**src/rtl/uart_stat_pkg.sv**
```systemverilog
package uart_stat_pkg;
   typedef struct packed {
      logic txe;
      logic tc;
      logic rxf;
      logic idle;
   } stat_t;
endpackage

```
**src/rtl/uart_idle_detect.sv**
```systemverilog
module uart_idle_detect #(
   parameter int IDLE_SHORT = 10,
   parameter int IDLE_LONG  = 11
) (
   input  logic clk,
   input  logic rst_n,
   input  logic bit_tick,
   input  logic rx_line,
   input  logic long_frame,
   output logic idle_hit
);
   localparam int CW = $clog2(IDLE_LONG + 1);

   logic [CW-1:0] run_cnt;
   logic [CW-1:0] thr;
   logic          armed;

   generate
      if (IDLE_SHORT < 2) begin : g_bad_short
         $error("uart_idle_detect: IDLE_SHORT must be at least 2");
      end
      if (IDLE_LONG < IDLE_SHORT) begin : g_bad_long
         $error("uart_idle_detect: IDLE_LONG must not be below IDLE_SHORT");
      end
      if (IDLE_SHORT == IDLE_LONG) begin : g_fixed_thr
         logic unused_sel;
         assign unused_sel = long_frame;
         assign thr = CW'(IDLE_SHORT);
      end else begin : g_sel_thr
         assign thr = long_frame ? CW'(IDLE_LONG) : CW'(IDLE_SHORT);
      end
   endgenerate

   assign idle_hit = bit_tick & rx_line & armed & (run_cnt == thr - 1'b1);

   always_ff @(posedge clk or negedge rst_n) begin
      if (!rst_n) begin
         run_cnt <= '0;
         armed   <= 1'b1;
      end else if (bit_tick) begin
         if (!rx_line) begin
            run_cnt <= '0;
            armed   <= 1'b1;
         end else if (idle_hit) begin
            run_cnt <= '0;
            armed   <= 1'b0;
         end else if (armed) begin
            run_cnt <= run_cnt + 1'b1;
         end
      end
   end
endmodule

```
**src/rtl/uart_tx_flags.sv**
```systemverilog
module uart_tx_flags (
   input  logic clk,
   input  logic rst_n,
   input  logic tx_load,
   input  logic dr_write,
   input  logic tx_shift_empty,
   input  logic brk_idle_pending,
   output logic txe,
   output logic tc
);
   logic drained;

   assign drained = txe & tx_shift_empty & ~brk_idle_pending;

   always_ff @(posedge clk or negedge rst_n) begin
      if (!rst_n) begin
         txe <= 1'b1;
         tc  <= 1'b1;
      end else begin
         if (dr_write)     txe <= 1'b0;
         else if (tx_load) txe <= 1'b1;

         if (dr_write)     tc <= 1'b0;
         else if (drained) tc <= 1'b1;
      end
   end
endmodule

```
**src/rtl/uart_rx_flags.sv**
```systemverilog
module uart_rx_flags (
   input  logic clk,
   input  logic rst_n,
   input  logic rx_xfer,
   input  logic idle_hit,
   input  logic stat_read,
   input  logic dr_read,
   output logic rxf,
   output logic idle
);
   logic snap_rxf;
   logic snap_idle;

   always_ff @(posedge clk or negedge rst_n) begin
      if (!rst_n) begin
         snap_rxf  <= 1'b0;
         snap_idle <= 1'b0;
         rxf       <= 1'b0;
         idle      <= 1'b0;
      end else begin
         if (stat_read) begin
            snap_rxf  <= rxf;
            snap_idle <= idle;
         end else if (dr_read) begin
            snap_rxf  <= 1'b0;
            snap_idle <= 1'b0;
         end

         if (rx_xfer)                  rxf <= 1'b1;
         else if (dr_read && snap_rxf) rxf <= 1'b0;

         if (idle_hit)                  idle <= 1'b1;
         else if (dr_read && snap_idle) idle <= 1'b0;
      end
   end
endmodule

```
**src/rtl/uart_stat_flags.sv**
```systemverilog
module uart_stat_flags
   import uart_stat_pkg::*;
#(
   parameter int IDLE_SHORT = 10,
   parameter int IDLE_LONG  = 11
) (
   input  logic clk,
   input  logic rst_n,
   input  logic tx_load,
   input  logic tx_shift_empty,
   input  logic brk_idle_pending,
   input  logic dr_write,
   input  logic rx_xfer,
   input  logic bit_tick,
   input  logic rx_line,
   input  logic long_frame,
   input  logic stat_read,
   input  logic dr_read,
   input  logic en_txe,
   input  logic en_tc,
   input  logic en_rxf,
   input  logic en_idle,
   output logic flag_txe,
   output logic flag_tc,
   output logic flag_rxf,
   output logic flag_idle,
   output logic irq
);
   stat_t flags;
   stat_t enables;
   logic  idle_hit;

   uart_idle_detect #(
      .IDLE_SHORT(IDLE_SHORT),
      .IDLE_LONG (IDLE_LONG)
   ) u_idle (
      .clk       (clk),
      .rst_n     (rst_n),
      .bit_tick  (bit_tick),
      .rx_line   (rx_line),
      .long_frame(long_frame),
      .idle_hit  (idle_hit)
   );

   uart_tx_flags u_tx (
      .clk             (clk),
      .rst_n           (rst_n),
      .tx_load         (tx_load),
      .dr_write        (dr_write),
      .tx_shift_empty  (tx_shift_empty),
      .brk_idle_pending(brk_idle_pending),
      .txe             (flags.txe),
      .tc              (flags.tc)
   );

   uart_rx_flags u_rx (
      .clk      (clk),
      .rst_n    (rst_n),
      .rx_xfer  (rx_xfer),
      .idle_hit (idle_hit),
      .stat_read(stat_read),
      .dr_read  (dr_read),
      .rxf      (flags.rxf),
      .idle     (flags.idle)
   );

   assign enables = '{txe: en_txe, tc: en_tc, rxf: en_rxf, idle: en_idle};

   always_ff @(posedge clk or negedge rst_n) begin
      if (!rst_n) irq <= 1'b0;
      else        irq <= |(flags & enables);
   end

   assign flag_txe  = flags.txe;
   assign flag_tc   = flags.tc;
   assign flag_rxf  = flags.rxf;
   assign flag_idle = flags.idle;
endmodule

```
**config.mk**
```make
export PLATFORM = sky130hd
export DESIGN_NAME = uart_stat_flags
export DESIGN_NICKNAME = d
export VERILOG_FILES = /design/src/rtl/uart_stat_pkg.sv /design/src/rtl/uart_idle_detect.sv /design/src/rtl/uart_tx_flags.sv /design/src/rtl/uart_rx_flags.sv /design/src/rtl/uart_stat_flags.sv
export SDC_FILE = /design/constraint.sdc
export NUM_CORES = 1
export LEC_CHECK = 0
export BUFFER_PORTS_ARGS = -buffer_cell sky130_fd_sc_hd__buf_4
export CAP_MARGIN = 20
export CORE_MARGIN = 3
export CORE_UTILIZATION = 41
export DETAILED_ROUTE_END_ITERATION = 6
export PLACE_DENSITY = 0.68
export SYNTH_ARGS = -nofsm -noshare
export SYNTH_HDL_FRONTEND = slang
export SYNTH_SLANG_ARGS = --single-unit
```
**constraint.sdc**
```tcl
create_clock -name clk -period 1.05 [get_ports clk]
set_input_delay 0.105 -clock clk [delete_from_list [all_inputs] [get_ports clk]]
set_output_delay 0.105 -clock clk [all_outputs]
set_load 0.01 [all_outputs]
```
==> qor.txt, run 1 <==
Initial core utilization -> 0.474
Routed Wire Length -> 1240 um
Chip height -> 43.3 um
Outcome -> finished with violations
Part of the power in registers -> 0.520
Total power -> 1000 uW
Setup violations, final -> 6
First-pass GRT wire length -> 2160 um
Switching power -> 249 uW
Distinct cell type count after synthesis -> 25
Combinational share of power -> 0.186
Maximum VDD drop -> 753 uV
GPL Wtd Cong -> 0.737
Max Freq -> 0.831 GHz
CTS tree -> done
Cells after Synth -> 51
DRT iter0 DRCs -> 13
Initial antenna violation count -> 0
# nets final -> 101
#FFs+latches synth -> 12
Failing checks -> negative setup slack
Lkg Pwr -> 0.000426 uW
Crit share post-route -> 1.15
Syn_nets -> 68
Synth Area per Inst -> 11.2 sq um
ANT cells -> 0
Final min period -> 1.20 ns
Core area -> 1200 sq um
CP peak stage delay -> 0.44 ns
I/O pin count -> 21
Slew headroom -> 0.808
Hold_ws -> 0.00596 ns
Sw Ratio -> 0.248
Placed insts -> 89
Seq/Total Area, Yosys -> 0.534
Ys flop type -> dfrtp_1
Ys Warns -> 0
Post-DRT Antenna Nets -> 0
Layout Cells excl Fill -> 97
PwrDens -> 1160 nW/um^2
CP Class -> flop to flop
Layout cells sized above 1 -> 0.470
Largest net degree at the start of global routing -> 13
CP required -> 1.21 ns
Num CTS Buffers -> 3
Clock slew at reported path FFs -> 0.08 ns
First drt pass iteration count -> 4
Fin util -> 0.718
Total Routing Usage GR -> 0.155
CP Max Fanout -> 6
DR vias -> 497
Site Rows -> 12
Worst-path cell chain -> and3b_1 -> o21a_1 -> a221o_1
RSZ-0062 raised after global routing -> true
PortBufs -> 20
Global route overflow -> 0
Async S/R FF share, synth -> 1.00
Fin Clk Skew -> 0.0102 ns
Slew @ Worst Pin -> 0.287 ns
CTS sink cnt -> 12
CP Capture Type -> flop
Fin. max-slew vios -> 0
Vias in the first global route -> 497
Worst min-delay path category -> input pin to flop
Die footprint -> 1870 sq um
Max Cap Violations -> 0
Root Driver -> clkbuf_4
Slowest stage cell, crit path -> dfrtp_2
Layout area overhead -> 51.4%
# H-tree levels -> 1
Vias/cell -> 5.12
Die W -> 43.3 um
Clk pwr share -> 0.294
Int Power -> 753 uW
DR DRC count -> 0
Final Hold Viols -> 0
Maximum clock path buffer count -> 2
Average wire per standard cell -> 12.8 um
Final WS setup -> -0.154 ns
Mapped cell area -> 569 sq um
HPWL Detailed -> 961 um
Critical Path Start Type -> flop
Critical Path AT -> 1.36 ns
Skew-Pair Late Insertion Delay -> 0.27 ns
Post-synth EDFFs -> 0
==> Yosys cell counts (2+ instances only) <==
cell type / instances / share of area
dfstp_2: 3 / 0.14
nor2_1: 5 / 0.033
inv_1: 2 / 0.013
dfrtp_1: 9 / 0.40
a21o_1: 2 / 0.026
a22o_1: 4 / 0.062
nand2_1: 5 / 0.033
a22oi_1: 2 / 0.026
nand2b_1: 2 / 0.022
and3b_1: 2 / 0.031
==> cell families after synthesis <==
family                   Yosys count  synth area share
AO/OA/AOI/OAI                     16             0.229
AND/OR/NAND/NOR                   19             0.185
flip-flops                        12             0.534
buffers and inverters              2            0.0132
adder cells (fa/ha/maj)            1            0.0220
multiplexers                       1            0.0176
==> what timing repair did <==
item / in CTS / in global routing
resized for setup: 0 / 5
pin swaps: 2 / 1
setup endpoints to repair: 8 / 7
buffers inserted: 2 / 0
hold buffers: 2 / 0
cloned: 0 / 0
endpoints found under the hold margin: 14 / 0
==> power by group through the flow <==
stage	Combinational, uW	Clock (uW)	Sequential, uW
floorplan	60.1	0	531
global placement	166	0	528
detailed placement	168	0	529
CTS	182	305	518
global route	208	324	527
finish	186	295	521
==> routing by layer <==
metal	vias to the layer above	track usage	share of wire	wire, um
met4	0	0.0181	0	0
met2	17	0.212	0.45	554
li1	255	-	-	-
met3	0	0.0678	0.069	85
met5	-	0	0	0
met1	225	0.229	0.48	599
==> worst max-delay path, delay by kind of cell, from the launching register on <==
family           cells  cell delay [ns]
AO/OA/AOI/OAI        2             0.45
flip-flops           1             0.44
AND/OR/NAND/NOR      1             0.19
==> worst paths after layout <==
path,slack [ns],cells after the start,to,from
min in group asynchronous,0.20,2,u_rx.snap_idle,rst_n
worst min-delay path,0.006,2,u_rx.rxf,rx_xfer
worst max register to register,-0.15,3,u_idle.run_cnt[3],u_idle.run_cnt[1]
worst max-delay path,-0.15,3,u_idle.run_cnt[3],u_idle.run_cnt[1]
max in group asynchronous,0.61,2,u_tx.txe,rst_n
worst min register to register,0.51,1,u_rx.snap_idle,u_rx.snap_idle
==> final cells by class <==
type | instances | area, sq um
multi-input combinational | 37 | 287
clock buffer | 4 | 26.3
fill | 99 | 339
tap | 14 | 17.5
inverter | 2 | 7.51
sequential | 12 | 305
timing repair buffer | 28 | 219
==> cell usage in the layout (no fill, tap or decap) <==
| cell type | netlist | final |
|---|---|---|
| and3_1 | 1 | 1 |
| nand2_2 | 0 | 1 |
| o21bai_4 | 0 | 1 |
| clkbuf_1 | 0 | 1 |
| ha_1 | 1 | 1 |
| nand2b_4 | 0 | 1 |
| nand2b_1 | 2 | 1 |
| a22oi_1 | 2 | 2 |
| buf_4 | 0 | 25 |
| clkbuf_4 | 0 | 3 |
| dlygate4sd3_1 | 0 | 2 |
| inv_1 | 2 | 2 |
| a21o_1 | 2 | 2 |
| a22o_1 | 4 | 4 |
| nor2_1 | 5 | 5 |
| dfstp_2 | 3 | 3 |
| a31oi_1 | 1 | 1 |
| nor3b_1 | 1 | 1 |
| and3b_1 | 2 | 2 |
| dfrtp_2 | 0 | 1 |
| nor3b_2 | 1 | 1 |
| nor4_2 | 0 | 1 |
| o211ai_1 | 1 | 1 |
| o21ai_1 | 1 | 1 |
| o21a_1 | 1 | 1 |
| mux2i_1 | 1 | 1 |
| a221o_1 | 1 | 1 |
| a21boi_0 | 1 | 1 |
| nand2_1 | 5 | 4 |
| a32o_1 | 1 | 1 |
| dfrtp_1 | 9 | 8 |
| buf_6 | 0 | 1 |
| nand3_2 | 0 | 1 |
==> metrics by stage <==
stage                     setup TNS, ns  setup slack (ns)  instance area [sq um]
final                            -0.631            -0.154                    862
after global routing              -1.06            -0.220                    862
after CTS                        -0.464            -0.149                    838
after detailed placement         -0.369            -0.136                    777
after global placement           -0.308            -0.108                    777
after floorplan                  -0.108           -0.0829                    579
==> state kept, by name, indices dropped and copies added (netlist names) <==
| register | cells |
|---|---|
| u_rx.idle | 1 |
| u_idle.armed | 1 |
| u_rx.snap_rxf | 1 |
| u_rx.snap_idle | 1 |
| u_tx.txe | 1 |
| u_idle.run_cnt | 4 |
| irq | 1 |
| u_tx.tc | 1 |
| u_rx.rxf | 1 |
Note: power is estimated with default switching activity, not from simulation.
==> run 2: changes to the inputs <==
CORE_AREA = 3 3 40 42   (was default)
CORE_MARGIN = default   (was 3)
CORE_UTILIZATION = default   (was 41)
DIE_AREA = 0 0 43 45   (was default)
clock period = 1.23 ns   (was 1.05 ns; I/O delays follow)
==> run 2 against run 1 <==
  * The flow still finishes with violations (negative setup slack)
  * Routed wire length shrank 0.81%
  * Critical path depth unchanged
  * Clock skew shrank 0.0093 ns
  * First-iteration DRC count decreased by 31%
  * Via count up 0.40%
  * Count of clock-buffer cells in the layout stayed put
  * Non-clock buffer count shrank 5
  * Total power decreased by 10%
  * Die area rose by 3.4%
  * Sequential share of layout area up 2.2 points
  * Critical path type unchanged
  * Highest routed layer is now met4
==> qor.txt, run 2 (same netlist as run 1, synthesis figures left out) <==
Outcome -> finished with violations
Failing checks -> negative setup slack
Clock slew at reported path FFs -> 0.08 ns (about the same)
Vias/cell -> 5.37 (+4.7%)
Max Cap Violations -> 0 (unchanged)
Lkg Pwr -> 0.000394 uW (-7.6%)
Vias in the first global route -> 470 (-5.4%)
DR DRC count -> 0 (unchanged)
Largest net degree at the start of global routing -> 13 (unchanged)
First-pass GRT wire length -> 1930 um (-11%)
CP Capture Type -> flop
HPWL Detailed -> 928 um (-3.5%)
CP peak stage delay -> 0.56 ns (+0.12 ns)
CTS sink cnt -> 12 (unchanged)
Capture point of the worst reg-to-reg path -> u_idle.run_cnt[3]
Most frequent cells in the layout -> 21 x buf_4, 8 x dfrtp_1, 5 x nor2_1
Multi-input logic area -> 267 sq um (-7.0%)
Worst min-delay path category -> input pin to flop
Skew-Pair Late Insertion Delay -> 0.26 ns (about the same)
Site Rows -> 13 (+1)
CP Class -> flop to flop
Crit share post-route -> 1.01 (-0.137)
Fin Clk Skew -> 0.000938 ns (-0.00926 ns)
Fin. max-slew vios -> 0 (unchanged)
Die W -> 43 um (-0.60%)
Dpl ws -> 0.0128 ns (+0.149 ns)
Slew headroom -> 0.821 (+0.0125)
GPL Wtd Cong -> 0.761 (+3.4%)
Core area -> 1280 sq um (+7.0%)
R2r setup slk -> -0.01 ns (+0.14 ns)
Total Routing Usage GR -> 0.130 (-0.0243)
Post-CTS Setup Inserts -> 0 (-2)
Met3 WL post-DR -> 54 um (-36%)
Maximum VDD drop -> 818 uV (+8.6%)
Slew @ Worst Pin -> 0.267 ns (-0.0200 ns)
Critical Path Start Type -> flop
Worst R2R Path Depth -> 3 (unchanged)
Post-DRT Antenna Nets -> 0 (unchanged)
CP Max Fanout -> 5 (-1)
Most common cell after layout, fill and taps aside -> buf_4
Die footprint -> 1940 sq um (+3.4%)
Critical Path Stages -> 3 (unchanged)
DR vias -> 499 (+0.40%)
Layout cells sized above 1 -> 0.436 (-0.0340)
Root Driver -> clkbuf_4
WL met2 -> 653 um (+18%)
DRT iter0 DRCs -> 9 (-4)
Chip height -> 45 um (+4.0%)
Setup violations, final -> 1 (-5)
Layout fillers -> 109 (+10%)
Hold_ws -> 0.0287 ns (+0.0227 ns)
Fin util -> 0.632 (-0.0858)
CTS tree -> done
Max Freq -> 0.806 GHz (-3.0%)
Layout Cells excl Fill -> 93 (-4.1%)
Layout area overhead -> 42.6%
# H-tree levels -> 1 (unchanged)
Final WS setup -> -0.0112 ns (+0.143 ns)
CP required -> 1.39 ns (+0.18 ns)
CP startpoint -> u_idle.armed
Routed Wire Length -> 1230 um (-0.81%)
Average wire per standard cell -> 13.2 um (+3.5%)
Maximum clock path buffer count -> 2 (unchanged)
# nets final -> 96 (-5.0%)
Global route overflow -> 0 (unchanged)
PwrDens -> 1100 nW/um^2 (-5.0%)
ANT cells -> 0 (unchanged)
Final min period -> 1.24 ns (+0.0375 ns)
Largest register FFs -> 4 (unchanged)
RR Startpoint -> u_idle.armed
RSZ-0062 raised after global routing -> true
Critical Path AT -> 1.40 ns (+0.04 ns)
Crit path max-delay family -> flip-flops
Final Hold Viols -> 0 (unchanged)
Initial core utilization -> 0.443 (-0.0309)
First drt pass iteration count -> 4 (unchanged)
Placed insts -> 87 (-2.2%)
Num CTS Buffers -> 3 (unchanged)
I/O pin count -> 21 (unchanged)
Initial antenna violation count -> 0 (unchanged)
Met1 WL -> 513 um (-14%)
Highest routed layer -> met4
Register name with the most flops -> u_idle.run_cnt
PortBufs -> 20 (unchanged)
Worst-path cell chain -> nand2b_1 -> nand2_2 -> a221o_1
Buffer and inverter count on the worst path -> 0 (unchanged)
Reg area -> 305 sq um (unchanged)
Slowest stage cell, crit path -> dfstp_2
Crit path capture -> u_idle.run_cnt[3]
==> run 2: worst register-to-register path, stage by stage, from the launching register on <==
cell	delay [ns]
dfstp_2	0.56
nand2b_1	0.15
nand2_2	0.08
a221o_1	0.34
==> run 2: final cells by class <==
type                            instances  share of cell area
Inverter                                2             0.00924
Sequential cell                        12               0.376
Multi-Input combinational cell         37               0.328
Clock buffer                            4              0.0447
Tap cell                               15              0.0231
Timing Repair Buffer                   23               0.219
==> run 2: repair_timing <==
action                                 in CTS  in global routing
setup endpoints to repair                   0                  3
endpoints found under the hold margin      14                  0
resized for setup                           0                  4
hold buffers                                2                  0
==> run 2: how the worst min path moves through the flow <==
stage               slack (ns)        to  cells after the start  startpoint
floorplan                -0.17       irq                      0       rst_n
global placement         -0.03       irq                      1       rst_n
detailed placement       -0.03       irq                      1       rst_n
CTS                       0.03  u_rx.rxf                      2     rx_xfer
global route              0.04  u_rx.rxf                      2     rx_xfer
finish                    0.03  u_rx.rxf                      2     rx_xfer
==> run 2: routing by layer <==
layer	up-vias	track usage
met4	0	0.0422
met3	2	0.0359
met2	13	0.219
met1	237	0.165
li1	247	-
met5	-	0
==> run 2: power by group <==
part	leakage (uW)	total (uW)	internal, uW	switching [uW]
combinational	0.000228	138	83.0	54.8
sequential	0.000145	448	422	25.6
clock	0.0000210	311	180	132
==> run 2: metrics by stage <==
stage	TNS, ns	total power [uW]	area, sq um
after global placement	0	583	746
after global routing	-0.0652	925	812
final	-0.0112	897	812
after detailed placement	0	588	746
after floorplan	0	505	569
after CTS	0	901	802
==> run 3: changes to the inputs <==
CELL_PAD_IN_SITES_DETAIL_PLACEMENT = 1   (was default)
CELL_PAD_IN_SITES_GLOBAL_PLACEMENT = 1   (was default)
CORE_AREA = default   (was 3 3 40 42)
CORE_MARGIN = 3   (was default)
CORE_UTILIZATION = 34   (was default)
DIE_AREA = default   (was 0 0 43 45)
PLACE_DENSITY = 0.73   (was 0.68)
==> run 3 against run 2 <==
  * Global-route usage is 3.0 points higher
  * Sequential power hardly changed
  * The run now ends clean
  * Largest cell class unchanged
  * First-iteration DRC count is 33% lower
  * Highest routed layer unchanged
  * Sequential cell count stayed put
  * Register-to-register slack better by 0.05 ns
  * Utilization is 7.9 points lower
  * Routed wire length is 24% higher
==> qor.txt, run 3 (same netlist as run 1, synthesis figures left out) <==
Hold wc startpoint -> en_tc
Buffer and inverter count on the worst path -> 0 (unchanged)
Root Driver -> clkbuf_4
Fin Clk Skew -> 0.00829 ns (+0.00735 ns)
CP startpoint -> u_idle.run_cnt[0]
Average wire per standard cell -> 15.9 um (+20%)
Slew @ Worst Pin -> 0.260 ns (-0.00682 ns)
Die W -> 46.9 um (+9.1%)
RSZ-0062 raised after global routing -> true
ANT cells -> 0 (unchanged)
Critical Path AT -> 1.36 ns (-0.04 ns)
Worst min-delay path category -> input pin to flop
Total Routing Usage GR -> 0.161 (+0.0303)
Setup TNS -> 0 ns (+0.0112 ns)
DR vias -> 515 (+3.2%)
Site Rows -> 14 (+1)
Skew-Pair Late Insertion Delay -> 0.28 ns (+0.02 ns)
Worst-path cell chain -> and3b_1 -> o21a_1 -> a221o_1
Routed Wire Length -> 1520 um (+24%)
Final min period -> 1.19 ns (-0.0484 ns)
GPL Wtd Cong -> 0.791 (+3.8%)
Initial core utilization -> 0.369 (-0.0737)
Outcome -> complete, no violations
Slowest stage cell, crit path -> dfrtp_2
PwrDens -> 1070 nW/um^2 (-2.9%)
Layout cells sized above 1 -> 0.475 (+0.0391)
Chip height -> 46.9 um (+4.3%)
Final Hold Viols -> 0 (unchanged)
# nets final -> 98 (+2.1%)
CP peak stage delay -> 0.45 ns (-0.11 ns)
CP required -> 1.40 ns (about the same)
Die footprint -> 2200 sq um (+14%)
PortBufs -> 20 (unchanged)
DRT iter0 DRCs -> 6 (-3)
DR DRC count -> 0 (unchanged)
First drt pass iteration count -> 4 (unchanged)
Global route overflow -> 0 (unchanged)
CP Capture Type -> flop
Vias/cell -> 5.36 (about the same)
CP Max Fanout -> 7 (+2)
Maximum VDD drop -> 630 uV (-23%)
Crit path max-delay family -> flip-flops
Final WS setup -> 0.0372 ns (+0.0484 ns)
Most frequent cells in the layout -> 22 x buf_4, 7 x dfrtp_1, 5 x nor2_1
R2r setup slk -> 0.04 ns (+0.05 ns)
Post-DRT Antenna Nets -> 0 (unchanged)
CTS tree -> done
I/O pin count -> 21 (unchanged)
Largest register FFs -> 4 (unchanged)
First-pass GRT wire length -> 2410 um (+25%)
Max Cap Violations -> 0 (unchanged)
Crit share post-route -> 0.970 (-0.0393)
Most common cell after layout, fill and taps aside -> buf_4
Clock slew at reported path FFs -> 0.08 ns (about the same)
Fin. max-slew vios -> 0 (unchanged)
Largest net degree at the start of global routing -> 13 (unchanged)
Max Freq -> 0.838 GHz (+4.1%)
Num CTS Buffers -> 3 (unchanged)
Vias in the first global route -> 521 (+11%)
Lkg Pwr -> 0.000415 uW (+5.3%)
Layout area overhead -> 49.7%
Setup violations, final -> 0 (-1)
Slew headroom -> 0.826 (+0.00543)
Initial antenna violation count -> 0 (unchanged)
Core area -> 1540 sq um (+20%)
Maximum clock path buffer count -> 2 (unchanged)
Critical Path Start Type -> flop
CP Class -> flop to flop
Dpl ws -> -0.0268 ns (-0.0396 ns)
# H-tree levels -> 1 (unchanged)
RR Startpoint -> u_idle.run_cnt[0]
CTS sink cnt -> 12 (unchanged)
Register name with the most flops -> u_idle.run_cnt
## run 3: metrics by stage
stage	hold WS [ns]	utilization	instances	area (sq um)	power [uW]
after detailed placement	-0.0276	0.485	88	747	591
after global placement	-0.0310	0.485	88	747	585
after floorplan	-0.173	-	51	569	505
after CTS	0.0123	0.533	95	822	918
after global routing	0.0497	0.553	96	852	976
final	0.0601	0.553	96	852	914
## run 3: power by group
group	total (uW)	internal (uW)	leakage, uW	switching [uW]
logic	148	85.7	0.000250	61.8
registers	450	423	0.000144	26.6
clock network	316	180	0.0000210	136
total	914	689	0.000415	225
## run 3: worst register-to-register path, delay by kind of cell (launching register included)
family	cells	cell delay, ns
flops	1	0.45
compound gates	2	0.45
simple gates	1	0.17
## run 3: repair_timing
| action | 4_1_cts | 5_1_grt |
|---|---|---|
| endpoints found under the hold margin | 14 | 1 |
| setup buffers | 1 | 0 |
| setup endpoints to repair | 2 | 3 |
| hold buffers | 2 | 1 |
| pin swaps | 0 | 3 |
| resized for setup | 3 | 5 |
## run 3: cell type report
type,instances,area [sq um]
clock buffer,4,36.3
fill,169,689
inverter,2,7.51
multi-input combinational,37,287
sequential,12,307
tap,16,20.0
timing repair buffer,25,195
## run 3: routing by layer
metal / track usage / share of wire
met3: 0.0690 / 0.032
met2: 0.276 / 0.55
met1: 0.193 / 0.41
met4: 0.0166 / 0.0066
met5: 0 / 0
## run 3: worst paths after layout
path | to | cells after the start
max | u_idle.run_cnt[3] | 3
min | irq | 3
max reg2reg | u_idle.run_cnt[3] | 3
min reg2reg | u_rx.snap_idle | 1
max in group asynchronous | u_idle.armed | 2
min in group asynchronous | u_rx.rxf | 2
